===== config.mk =====
export PLATFORM = sky130hd
export DESIGN_NAME = pls_sched
export DESIGN_NICKNAME = d
export VERILOG_FILES = /design/src/rtl/pls_pkg.sv /design/src/rtl/pls_due_calc.sv /design/src/rtl/pls_lane_queue.sv /design/src/rtl/pls_sched.sv
export SDC_FILE = /design/constraint.sdc
export NUM_CORES = 1
export LEC_CHECK = 0
export BUFFER_PORTS_ARGS = -buffer_cell sky130_fd_sc_hd__buf_2
export CORE_MARGIN = 2
export CORE_UTILIZATION = 63
export DETAILED_ROUTE_END_ITERATION = 8
export PLACE_DENSITY = 0.81
export SLEW_MARGIN = 40
export SYNTH_ARGS = -nofsm -noshare
export SYNTH_HDL_FRONTEND = slang
export SYNTH_SLANG_ARGS = --single-unit
export TNS_END_PERCENT = 100

===== constraint.sdc =====
create_clock -name clk -period 8.65 [get_ports clk]
set_input_delay 1.73 -clock clk [delete_from_list [all_inputs] [get_ports clk]]
set_output_delay 1.73 -clock clk [all_outputs]
set_load 0.1 [all_outputs]

===== src/rtl/pls_pkg.sv =====
package pls_pkg;
    localparam int NLANE     = 3;
    localparam int FINE_W    = 3;
    localparam int EDGES_CYC = 8;

    typedef enum logic [1:0] {
        LANE_ROW = 2'd0,
        LANE_COL = 2'd1,
        LANE_DAT = 2'd2
    } lane_e;
endpackage


===== src/rtl/pls_due_calc.sv =====
module pls_due_calc #(
    parameter int LAT_W = 6,
    parameter int BUB_W = 3,
    parameter int CYC_W = 10,
    parameter int EW    = CYC_W + 3
) (
    input  logic [CYC_W-1:0] cyc,
    input  logic             turn,
    input  logic             is_write,
    input  logic [LAT_W-1:0] r2c,
    input  logic [LAT_W-1:0] c2w,
    input  logic [LAT_W-1:0] c2r,
    input  logic [BUB_W-1:0] bub,
    output logic [EW-1:0]    due_row,
    output logic [EW-1:0]    due_col,
    output logic [EW-1:0]    due_dat
);
    logic [CYC_W-1:0] nxt_cyc;
    logic [EW-1:0]    base;
    logic [EW-1:0]    skew;
    logic [LAT_W-1:0] dat_lat;

    always_comb begin
        nxt_cyc = cyc + CYC_W'(1);
        base    = {nxt_cyc, 3'b000};
        skew    = turn ? EW'({bub, 1'b0}) : '0;
        dat_lat = is_write ? c2w : c2r;
        due_row = base + skew;
        due_col = due_row + EW'(r2c);
        due_dat = due_col + EW'(dat_lat);
    end
endmodule


===== src/rtl/pls_lane_queue.sv =====
module pls_lane_queue #(
    parameter int DEPTH = 4,
    parameter int CYC_W = 10,
    parameter int PW    = 9,
    parameter int EW    = CYC_W + 3
) (
    input  logic             clk,
    input  logic             rst_n,
    input  logic [CYC_W-1:0] cyc,
    input  logic             push,
    input  logic [EW-1:0]    push_due,
    input  logic [PW-1:0]    push_pl,
    output logic             fire,
    output logic [2:0]       fire_fine,
    output logic [PW-1:0]    fire_pl,
    output logic             drop_overlap,
    output logic             drop_full,
    output logic             empty
);
    localparam int PTR_W = (DEPTH > 1) ? $clog2(DEPTH) : 1;
    localparam int CNT_W = $clog2(DEPTH + 1);
    localparam logic signed [EW-1:0] PKT_EDGES = EW'(8);

    typedef struct packed {
        logic [EW-1:0] due;
        logic [PW-1:0] pl;
    } ent_t;

    typedef struct packed {
        ent_t [DEPTH-1:0] mem;
        logic [PTR_W-1:0] rd;
        logic [PTR_W-1:0] wr;
        logic [CNT_W-1:0] cnt;
        logic [EW-1:0]    last;
        logic             lastv;
    } st_t;

    st_t st_q, st_d;
    ent_t head;
    logic [EW-1:0]    diff;
    logic [CYC_W-1:0] age;
    logic busy, full, do_push;

    function automatic logic [PTR_W-1:0] ptr_inc(input logic [PTR_W-1:0] p);
        return (p == PTR_W'(DEPTH - 1)) ? '0 : p + PTR_W'(1);
    endfunction

    always_comb begin
        st_d      = st_q;
        head      = st_q.mem[st_q.rd];
        fire      = (st_q.cnt != '0) && (head.due[EW-1:3] == cyc);
        fire_fine = head.due[2:0];
        fire_pl   = head.pl;
        diff      = push_due - st_q.last;
        busy      = st_q.lastv && ($signed(diff) < PKT_EDGES);
        full      = (st_q.cnt == CNT_W'(DEPTH)) && !fire;
        drop_overlap = push && busy;
        drop_full    = push && !busy && full;
        do_push      = push && !busy && !full;
        age       = cyc - st_q.last[EW-1:3];
        empty     = (st_q.cnt == '0);

        if (fire) begin
            st_d.rd = ptr_inc(st_q.rd);
        end
        if (do_push) begin
            st_d.mem[st_q.wr] = '{due: push_due, pl: push_pl};
            st_d.wr           = ptr_inc(st_q.wr);
            st_d.last         = push_due;
            st_d.lastv        = 1'b1;
        end else if (empty && (age >= CYC_W'(2))) begin
            st_d.lastv = 1'b0;
        end
        case ({do_push, fire})
            2'b10:   st_d.cnt = st_q.cnt + CNT_W'(1);
            2'b01:   st_d.cnt = st_q.cnt - CNT_W'(1);
            default: st_d.cnt = st_q.cnt;
        endcase
    end

    always_ff @(posedge clk or negedge rst_n) begin
        if (!rst_n) st_q <= '0;
        else        st_q <= st_d;
    end
endmodule


===== src/rtl/pls_sched.sv =====
module pls_sched
    import pls_pkg::*;
#(
    parameter int LAT_W  = 6,
    parameter int BUB_W  = 3,
    parameter int TAG_W  = 8,
    parameter int QDEPTH = 4,
    parameter int CYC_W  = 10
) (
    input  logic                              clk,
    input  logic                              rst_n,
    input  logic                              cfg_we,
    input  logic [LAT_W-1:0]                  cfg_row2col,
    input  logic [LAT_W-1:0]                  cfg_col2wr,
    input  logic [LAT_W-1:0]                  cfg_col2rd,
    input  logic [BUB_W-1:0]                  cfg_bubble,
    input  logic                              req_valid,
    input  logic                              req_write,
    input  logic [TAG_W-1:0]                  req_tag,
    output logic [NLANE-1:0]                  lane_fire,
    output logic [NLANE-1:0][FINE_W-1:0]      lane_fine,
    output logic [NLANE-1:0][TAG_W-1:0]       lane_tag,
    output logic [NLANE-1:0]                  lane_write,
    output logic                              idle,
    output logic                              err_overlap,
    output logic                              err_full
);
    localparam int EW   = CYC_W + 3;
    localparam int PW   = TAG_W + 1;
    localparam int CFGW = 3 * LAT_W + BUB_W;

    typedef struct packed {
        logic [CYC_W-1:0] cyc;
        logic [LAT_W-1:0] r2c;
        logic [LAT_W-1:0] c2w;
        logic [LAT_W-1:0] c2r;
        logic [BUB_W-1:0] bub;
        logic             prev_vld;
        logic             prev_w;
        logic             ovl;
        logic             full;
    } st_t;

    st_t st_q, st_d;

    logic                         turn;
    logic                         cfg_ok;
    logic [EW-1:0]                due_row, due_col, due_dat;
    logic [NLANE-1:0][EW-1:0]     due_v;
    logic [NLANE-1:0][PW-1:0]     pl_v;
    logic [NLANE-1:0]             drop_ovl_v, drop_full_v, empty_v;
    logic [CFGW-1:0]              cfg_vec;

    assign turn    = req_valid && st_q.prev_vld && (st_q.prev_w != req_write);
    assign due_v   = {due_dat, due_col, due_row};
    assign idle    = &empty_v;
    assign cfg_ok  = cfg_we && idle && !req_valid;
    assign cfg_vec = {st_q.r2c, st_q.c2w, st_q.c2r, st_q.bub};

    pls_due_calc #(
        .LAT_W(LAT_W), .BUB_W(BUB_W), .CYC_W(CYC_W), .EW(EW)
    ) u_due (
        .cyc      (st_q.cyc),
        .turn     (turn),
        .is_write (req_write),
        .r2c      (st_q.r2c),
        .c2w      (st_q.c2w),
        .c2r      (st_q.c2r),
        .bub      (st_q.bub),
        .due_row  (due_row),
        .due_col  (due_col),
        .due_dat  (due_dat)
    );

    for (genvar g = 0; g < NLANE; g++) begin : g_lane
        pls_lane_queue #(
            .DEPTH(QDEPTH), .CYC_W(CYC_W), .PW(PW), .EW(EW)
        ) u_q (
            .clk          (clk),
            .rst_n        (rst_n),
            .cyc          (st_q.cyc),
            .push         (req_valid),
            .push_due     (due_v[g]),
            .push_pl      ({req_write, req_tag}),
            .fire         (lane_fire[g]),
            .fire_fine    (lane_fine[g]),
            .fire_pl      (pl_v[g]),
            .drop_overlap (drop_ovl_v[g]),
            .drop_full    (drop_full_v[g]),
            .empty        (empty_v[g])
        );
        assign lane_write[g] = pl_v[g][PW-1];
        assign lane_tag[g]   = pl_v[g][TAG_W-1:0];
    end

    always_comb begin
        st_d     = st_q;
        st_d.cyc = st_q.cyc + CYC_W'(1);
        if (cfg_ok) begin
            st_d.r2c = cfg_row2col;
            st_d.c2w = cfg_col2wr;
            st_d.c2r = cfg_col2rd;
            st_d.bub = cfg_bubble;
        end
        if (req_valid) begin
            st_d.prev_vld = 1'b1;
            st_d.prev_w   = req_write;
        end
        if (|drop_ovl_v)  st_d.ovl  = 1'b1;
        if (|drop_full_v) st_d.full = 1'b1;
    end

    always_ff @(posedge clk or negedge rst_n) begin
        if (!rst_n) st_q <= '0;
        else        st_q <= st_d;
    end

    assign err_overlap = st_q.ovl;
    assign err_full    = st_q.full;
endmodule


## Word-level counts from Yosys, hierarchy flattened

Index checks and enable logic that the tools add are counted.

- Register bits: 362
- Input bits: 34
- Output and inout bits: 42
- Word-level logic and storage cells: 192

- Add/subtract/negate cells: 22
- $lt $le $gt $ge: 15
- Eq/ne operators: 19
- Muxes and demuxes: 32
- Reduce and logical (&&, ||, !) cells: 56

Operators by type and width:

| kind | number |
|---|---|
| $bwmux 88 | 3 |
| $bmux 22 s2 | 3 |
| $demux 22 s2 | 3 |
| $mux 22 | 6 |
| $lt 13x5->1 const B | 3 |
| $sub 13x13->13 | 3 |
| $logic_and 1x1->1 | 31 |
| $eq 10x10->1 | 3 |
| $ge 10x2->1 const B | 3 |
| $sub 10x10->10 | 3 |
| $add 13x6->13 | 2 |
| $eq 2x2->1 const B | 9 |
| $lt 2x3->1 const B | 6 |
| $pmux 3 s2 | 3 |
| $add 13x13->13 | 1 |
| $add 2x1->2 const B | 6 |
| $mux 2 | 6 |
| $reduce_bool 2->1 | 6 |
| $add 10x1->10 const B | 1 |
| $logic_not 1->1 | 10 |
| $add 3x1->3 const B | 3 |
| $eq 3x3->1 const B | 3 |
| $logic_not 3->1 | 3 |
| $reduce_bool 3->1 | 3 |
| other kinds (9) | 21 |

## Logic depth before layout (Yosys ltp)

- Depth after elaboration: 14
- Mapped depth: 34
- Depth with buffers taken out: 32

## By module

A second synthesis with hierarchy kept.

- Cell total of the unflattened synthesis: 1608
- Area, all modules: 21355.5 sq um

By module, submodules not included:

| module | times used | cells each | area each (sq um) | seq. area each (sq um) |
|---|---|---|---|---|
| pls_lane_queue (g_lane[1].u_q ...) | 2 | 445 | 6067.1 | 2727.6 |
| pls_lane_queue (g_lane[0].u_q) | 1 | 458 | 6448.7 | 2727.6 |
| pls_sched | 1 | 88 | 1446.4 | 875.8 |
| pls_due_calc | 1 | 172 | 1326.3 | 0.0 |

## Worst setup path before layout

Ideal clock, no wire load.

- Path type: in2reg
- From: input req_valid
- To: register g_lane[2].u_q.st_q[16] (netlist bit)
- Setup time: 79 ps
- Arrival time: 8263 ps
- Data required time: 8571 ps
- Setup slack: 308 ps
- Stages on the path: 30
- Buffers on the path: 2
- Cells stage by stage: clkbuf_1 and3_1 and2_1 ha_1 ha_1 xnor2_1 ha_1 xor2_1 ha_1 nand2_1 o21ai_0 nand3b_1 o21ai_1 nand2_1 xnor2_1 ha_1 xor2_1 or4_1 a221oi_2 nor3_2 mux2i_4 nand2_4 buf_6 inv_1 ha_1 inv_1 fa_1 xor2_1 nor2_1 xor2_1

- Word-level cells in the longest chain between the ends: 14
- Elaborated cells between the ends (all ways): 16
- Classes of those cells: add/sub (4); order compare (1); eq/ne (2); mux (2); reduce/logical (7)

RTL lines:

| item | RTL line | text |
|---|---|---|
| start: declaration | pls_sched.sv:17 | `input logic req_valid,` |
| $logic_and 1x1->1 (*) (2 in series) | pls_sched.sv:54 | `assign turn = req_valid && st_q.prev_vld && (st_q.prev_w != req_write);` |
| $mux 4 (*) | pls_due_calc.sv:26 | `skew = turn ? EW'({bub, 1'b0}) : '0;` |
| $add 13x13->13 (*) | pls_due_calc.sv:28 | `due_row = base + skew;` |
| net due_row[5] | pls_sched.sv:48 | `logic [EW-1:0] due_row, due_col, due_dat;` |
| $add 13x6->13 (*) | pls_due_calc.sv:29 | `due_col = due_row + EW'(r2c);` |
| net due_col[5] | pls_sched.sv:48 |  |
| $add 13x6->13 (*) | pls_due_calc.sv:30 | `due_dat = due_col + EW'(dat_lat);` |
| net due_dat[10] | pls_sched.sv:48 |  |
| $sub 13x13->13 (*) | pls_lane_queue.sv:54 | `diff = push_due - st_q.last;` |
| $lt 13x5->1 (*) | pls_lane_queue.sv:55 | `busy = st_q.lastv && ($signed(diff) < PKT_EDGES);` |
| $logic_and 1x1->1 (*) | pls_lane_queue.sv:55 |  |
| $logic_not 1->1 (*) | pls_lane_queue.sv:59 | `do_push = push && !busy && !full;` |
| $logic_and 1x1->1 (*) (2 in series) | pls_lane_queue.sv:59 |  |
| $eq 2x1->1 or $eq 2x2->1 (tied branches) | pls_lane_queue.sv:74 | `case ({do_push, fire})` |
| $pmux 3 s2 or $reduce_bool 2->1 (tied branches) | - |  |
| end signal: assignment | pls_lane_queue.sv:83 | `else st_q <= st_d;` |
| end: declaration | pls_lane_queue.sv:38 | `st_t st_q, st_d;` |

Mark *: on every way through the listed nets, which the timed path passes. The rest lies on a longest branch.
A chain may end at the register's enable or synchronous reset.

## Worst setup path after layout

- From: input req_write
- To: register g_lane[2].u_q.st_q[16] (netlist bit)

- Word-level cells in the longest chain between the ends: 14
- Elaborated cells between the ends (all ways): 17
- Classes of those cells: add/sub (4); order compare (1); eq/ne (3); mux (3); reduce/logical (6)

RTL lines:

| item | RTL line | text |
|---|---|---|
| start: declaration | pls_sched.sv:18 | `input logic req_write,` |
| $ne 1x1->1 (*) | pls_sched.sv:54 |  |
| $logic_and 1x1->1 (*) | pls_sched.sv:54 |  |
| $mux 4 (*) | pls_due_calc.sv:26 |  |
| $add 13x13->13 (*) | pls_due_calc.sv:28 |  |
| net due_row[3] | pls_sched.sv:48 |  |
| $add 13x6->13 (*) | pls_due_calc.sv:29 |  |
| net due_col[5] | pls_sched.sv:48 |  |
| $add 13x6->13 (*) | pls_due_calc.sv:30 |  |
| net due_dat[10] | pls_sched.sv:48 |  |
| $sub 13x13->13 (*) | pls_lane_queue.sv:54 |  |
| $lt 13x5->1 (*) | pls_lane_queue.sv:55 |  |
| $logic_and 1x1->1 (*) | pls_lane_queue.sv:55 |  |
| $logic_not 1->1 (*) | pls_lane_queue.sv:59 |  |
| $logic_and 1x1->1 (*) (2 in series) | pls_lane_queue.sv:59 |  |
| $eq 2x1->1 or $eq 2x2->1 (tied branches) | pls_lane_queue.sv:74 |  |
| $pmux 3 s2 or $reduce_bool 2->1 (tied branches) | - |  |

Marked as above.

==> flow_summary.toml <==
[worst_setup_path]
critPathRequiredTime_ns = 9.09
slowest_delay_ns = 0.49
path_buf_inv = 3
worstSetupPathType = "input pin to register"
cp_slowest_cell = "a221oi_2"
rrSetupSlack_ns = 1.21
path_depth = 31
start_kind = "input pin"
worst_setup_path_end_kind = "register"
timing.rr.end = "g_lane[2].u_q.st_q[16]$_DFFE_PN0P_"
r2r_cells = 28
cp.arrival_ns = 8.61
cp_max_fo = 17
crit_top_cell = "ha_1"
r2r-start = "st_q[25]$_DFF_PN0_"
cpLargestDelayFamily = "simple AND/OR/NAND/NOR gates"

[clocking]
cts_buffer_depth = 3
cts_buffers = 39
clk_latency_ns = 0.53
cts_setup_buffers = 0
cts.sinks = 357
cts_tree = "built"
postCtsHoldBufs = 0
clkSlewWorstSetupHoldPaths_ns = 0.06
cts_root_buffer = "clkbuf_16"
ctsHtreeMaxLevel = 2

[logic_synthesis]
syn_inst = 1541
synth_top_cell_by_area = "dfrtp_1"
ys_seq_elements = 357
synth_nets = 1675
synth_compound_area_share_pct = 6.16
synthDistinctLibCells = 88
synth_area_leaders = "dfrtp_1, mux2_4, mux4_2"
yosysSeqAreaShare_pct = 43.8
yosys_most_used_dff = "dfrtp_1"
synthAdderAreaFrac_pct = 6.42
synth_edf_count = 0
synthArstFlopShare_pct = 100
synthMuxAreaShare_pct = 28.0
synth_warnings = 0
synth_simple_gate_area_share_pct = 6.86
synth_xor_area_share_pct = 4.53
synth_top_family_by_area = "multiplexers"
syn_area_per_cell_sq_um = 13.2
syn_area_sq_mm = 0.0204
yosysTopAreaCellShare_pct = 43.8

[routing]
routed_wl_um = 46100
dr.pass1.iters = 5
vias_per_cell = 6.22
drc = 0
wl_per_cell_um = 22.5
drt_iter0_drc = 819
via_count = 12800
antenna_left = 0

[finish]
fill_cells = 2108
seqCellArea_sq_mm = 0.00894
final_util_pct = 70.7
area_delta_synth_final_pct = 9.85
multi_input_area_sq_mm = 0.0106
nets = 1754
final_common_cell = "dfrtp_1"
diodes = 0
mostFrequentLayoutCells = "dfrtp_1, mux2_4, mux2_2, ha_1, inv_1"
final_layout_size_suffix_gt1_share_pct = 34.7

[worst_hold_path]
min_path_cells = 1
min_from = "err_full$_DFFE_PN0P_"
min_path_type = "register to register"
min_to = "err_full$_DFFE_PN0P_"

[flow_run]
cap_violations = 0

[sta]
fin_crit_sh_pct = 94.5
worst_slew_pin_slew_ns = 0.932
setup_violations = 0
hold_viol_final = 0
final.setup.worst_slack_ns = 0.479
slew_headroom_pct = 37.9
worst_clock_skew_ns = 0.0190
min_period_ns = 8.17
tns_ns = 0
slew_viol_final = 0
fmax_mhz = 122

[global_route]
grt_overflow = 0
grt_pass1_wl_um = 73400
grt_pass1_vias = 13500
antenna_found_initial = 0
gr-usage-all-layers_pct = 28.0
grt_max_degree = 109

[pwr]
power.total_mw = 9.57
pwr_density_cell_mw_per_mm2 = 427
leakage_nw = 10.5
ir_drop_v = 0.000427

[floorplan]
core.rowCount = 65
pin_count = 76
die_area_sq_mm = 0.0339
die_h_um = 184
fp.coreArea_sq_mm = 0.0317
die_w_um = 184
start_util_pct = 64.4

[placement]
hpwl_um = 30800
place.gp.congestion = 0.890
io_buffers = 74
pre_cts_slack_ns = -0.388

[outcome]
status = "finished, final reports clean"
-- cell usage after synthesis (7+ instances only) --
cell and instances:
mux2_4 168, and2_1 16, nand3_1 18, a21o_1 17
o21ai_0 50, xnor2_1 53, dfrtp_1 357, nor2b_1 14
mux2i_1 9, buf_2 18, buf_1 7, and3_1 8
mux2_2 111, mux4_2 63, clkbuf_1 24, buf_4 12
buf_6 23, nor3_1 17, nor2_1 28, fa_1 8
xor2_1 38, a21oi_1 36, mux2_1 36, nand4_1 11
ha_1 92, nand2_1 69, inv_1 85, a31oi_1 7
-- area by class of cell --
class	count	share of cell area, %
Tap cell	402	2.24
Clock inverter	15	0.708
Inverter	85	1.42
Clock buffer	56	4.95
Timing Repair Buffer	122	3.47
Sequential cell	357	39.8
Multi-Input combinational cell	1015	47.4
-- cells by family (layout without fill, tap and decap cells) --
| group | count (synthesis) | count (layout) |
|---|---|---|
| muxes | 388 | 388 |
| adders and majority gates | 100 | 100 |
| other | 1 | 1 |
| AOI/OAI and AO/OA | 183 | 183 |
| buffers and inverters | 169 | 278 |
| and+or+nand+nor | 245 | 245 |
| xor gates and xnor gates | 98 | 98 |
| DFF | 357 | 357 |
-- through the flow --
step	hold slack, ns	cell area, sq um	std cells
6_report	0.478	22400	2052
5_1_grt	0.495	22400	2052
4_1_cts	0.478	22400	2051
3_5_place_dp	0.463	21100	1980
3_3_place_gp	0.456	21100	1978
2_1_floorplan	0.446	20400	1541
-- timing repair --
item / in CTS / in global routing
endpoints found under the setup margin: 0 / 90
gates resized for setup: 0 / 3
hold endpoints to repair: 0 / 0
-- where the power goes --
part | total, mW | switching (mW) | internal (mW)
logic | 5.19 | 3.04 | 2.15
clock network | 1.65 | 0.686 | 0.960
registers | 2.73 | 0.414 | 2.32
total | 9.57 | 4.14 | 5.43
-- flip-flops by register name, indices dropped and copies added (netlist names) --
register and cells:
st_q 12, err_full 1, err_overlap 1, cfg_vec 21, g_lane.u_q.st_q 322
-- metal layers --
metal  up-vias  GRT usage (%)  share of wire (%)
li1       5707              -                  -
met1      6547           38.8                 44
met2       406           45.3                 47
met3        95           4.95                6.3
met4         0           9.12                2.9
met5         -              0                  0
-- worst max path at each step --
| stage | start | endpoint | slack, ns |
|---|---|---|---|
| after floorplan | req_valid | g_lane[2].u_q.st_q[16]$_DFFE_PN0P_ | 0.31 |
| after global placement | req_write | g_lane[2].u_q.st_q[16]$_DFFE_PN0P_ | -0.19 |
| after detailed placement | req_write | g_lane[2].u_q.st_q[16]$_DFFE_PN0P_ | -0.39 |
| after CTS | req_write | g_lane[2].u_q.st_q[16]$_DFFE_PN0P_ | 0.08 |
| after global routing | req_write | g_lane[2].u_q.st_q[16]$_DFFE_PN0P_ | -0.03 |
| final | req_write | g_lane[2].u_q.st_q[16]$_DFFE_PN0P_ | 0.48 |
No activity file was read; power rests on OpenSTA's default activity.
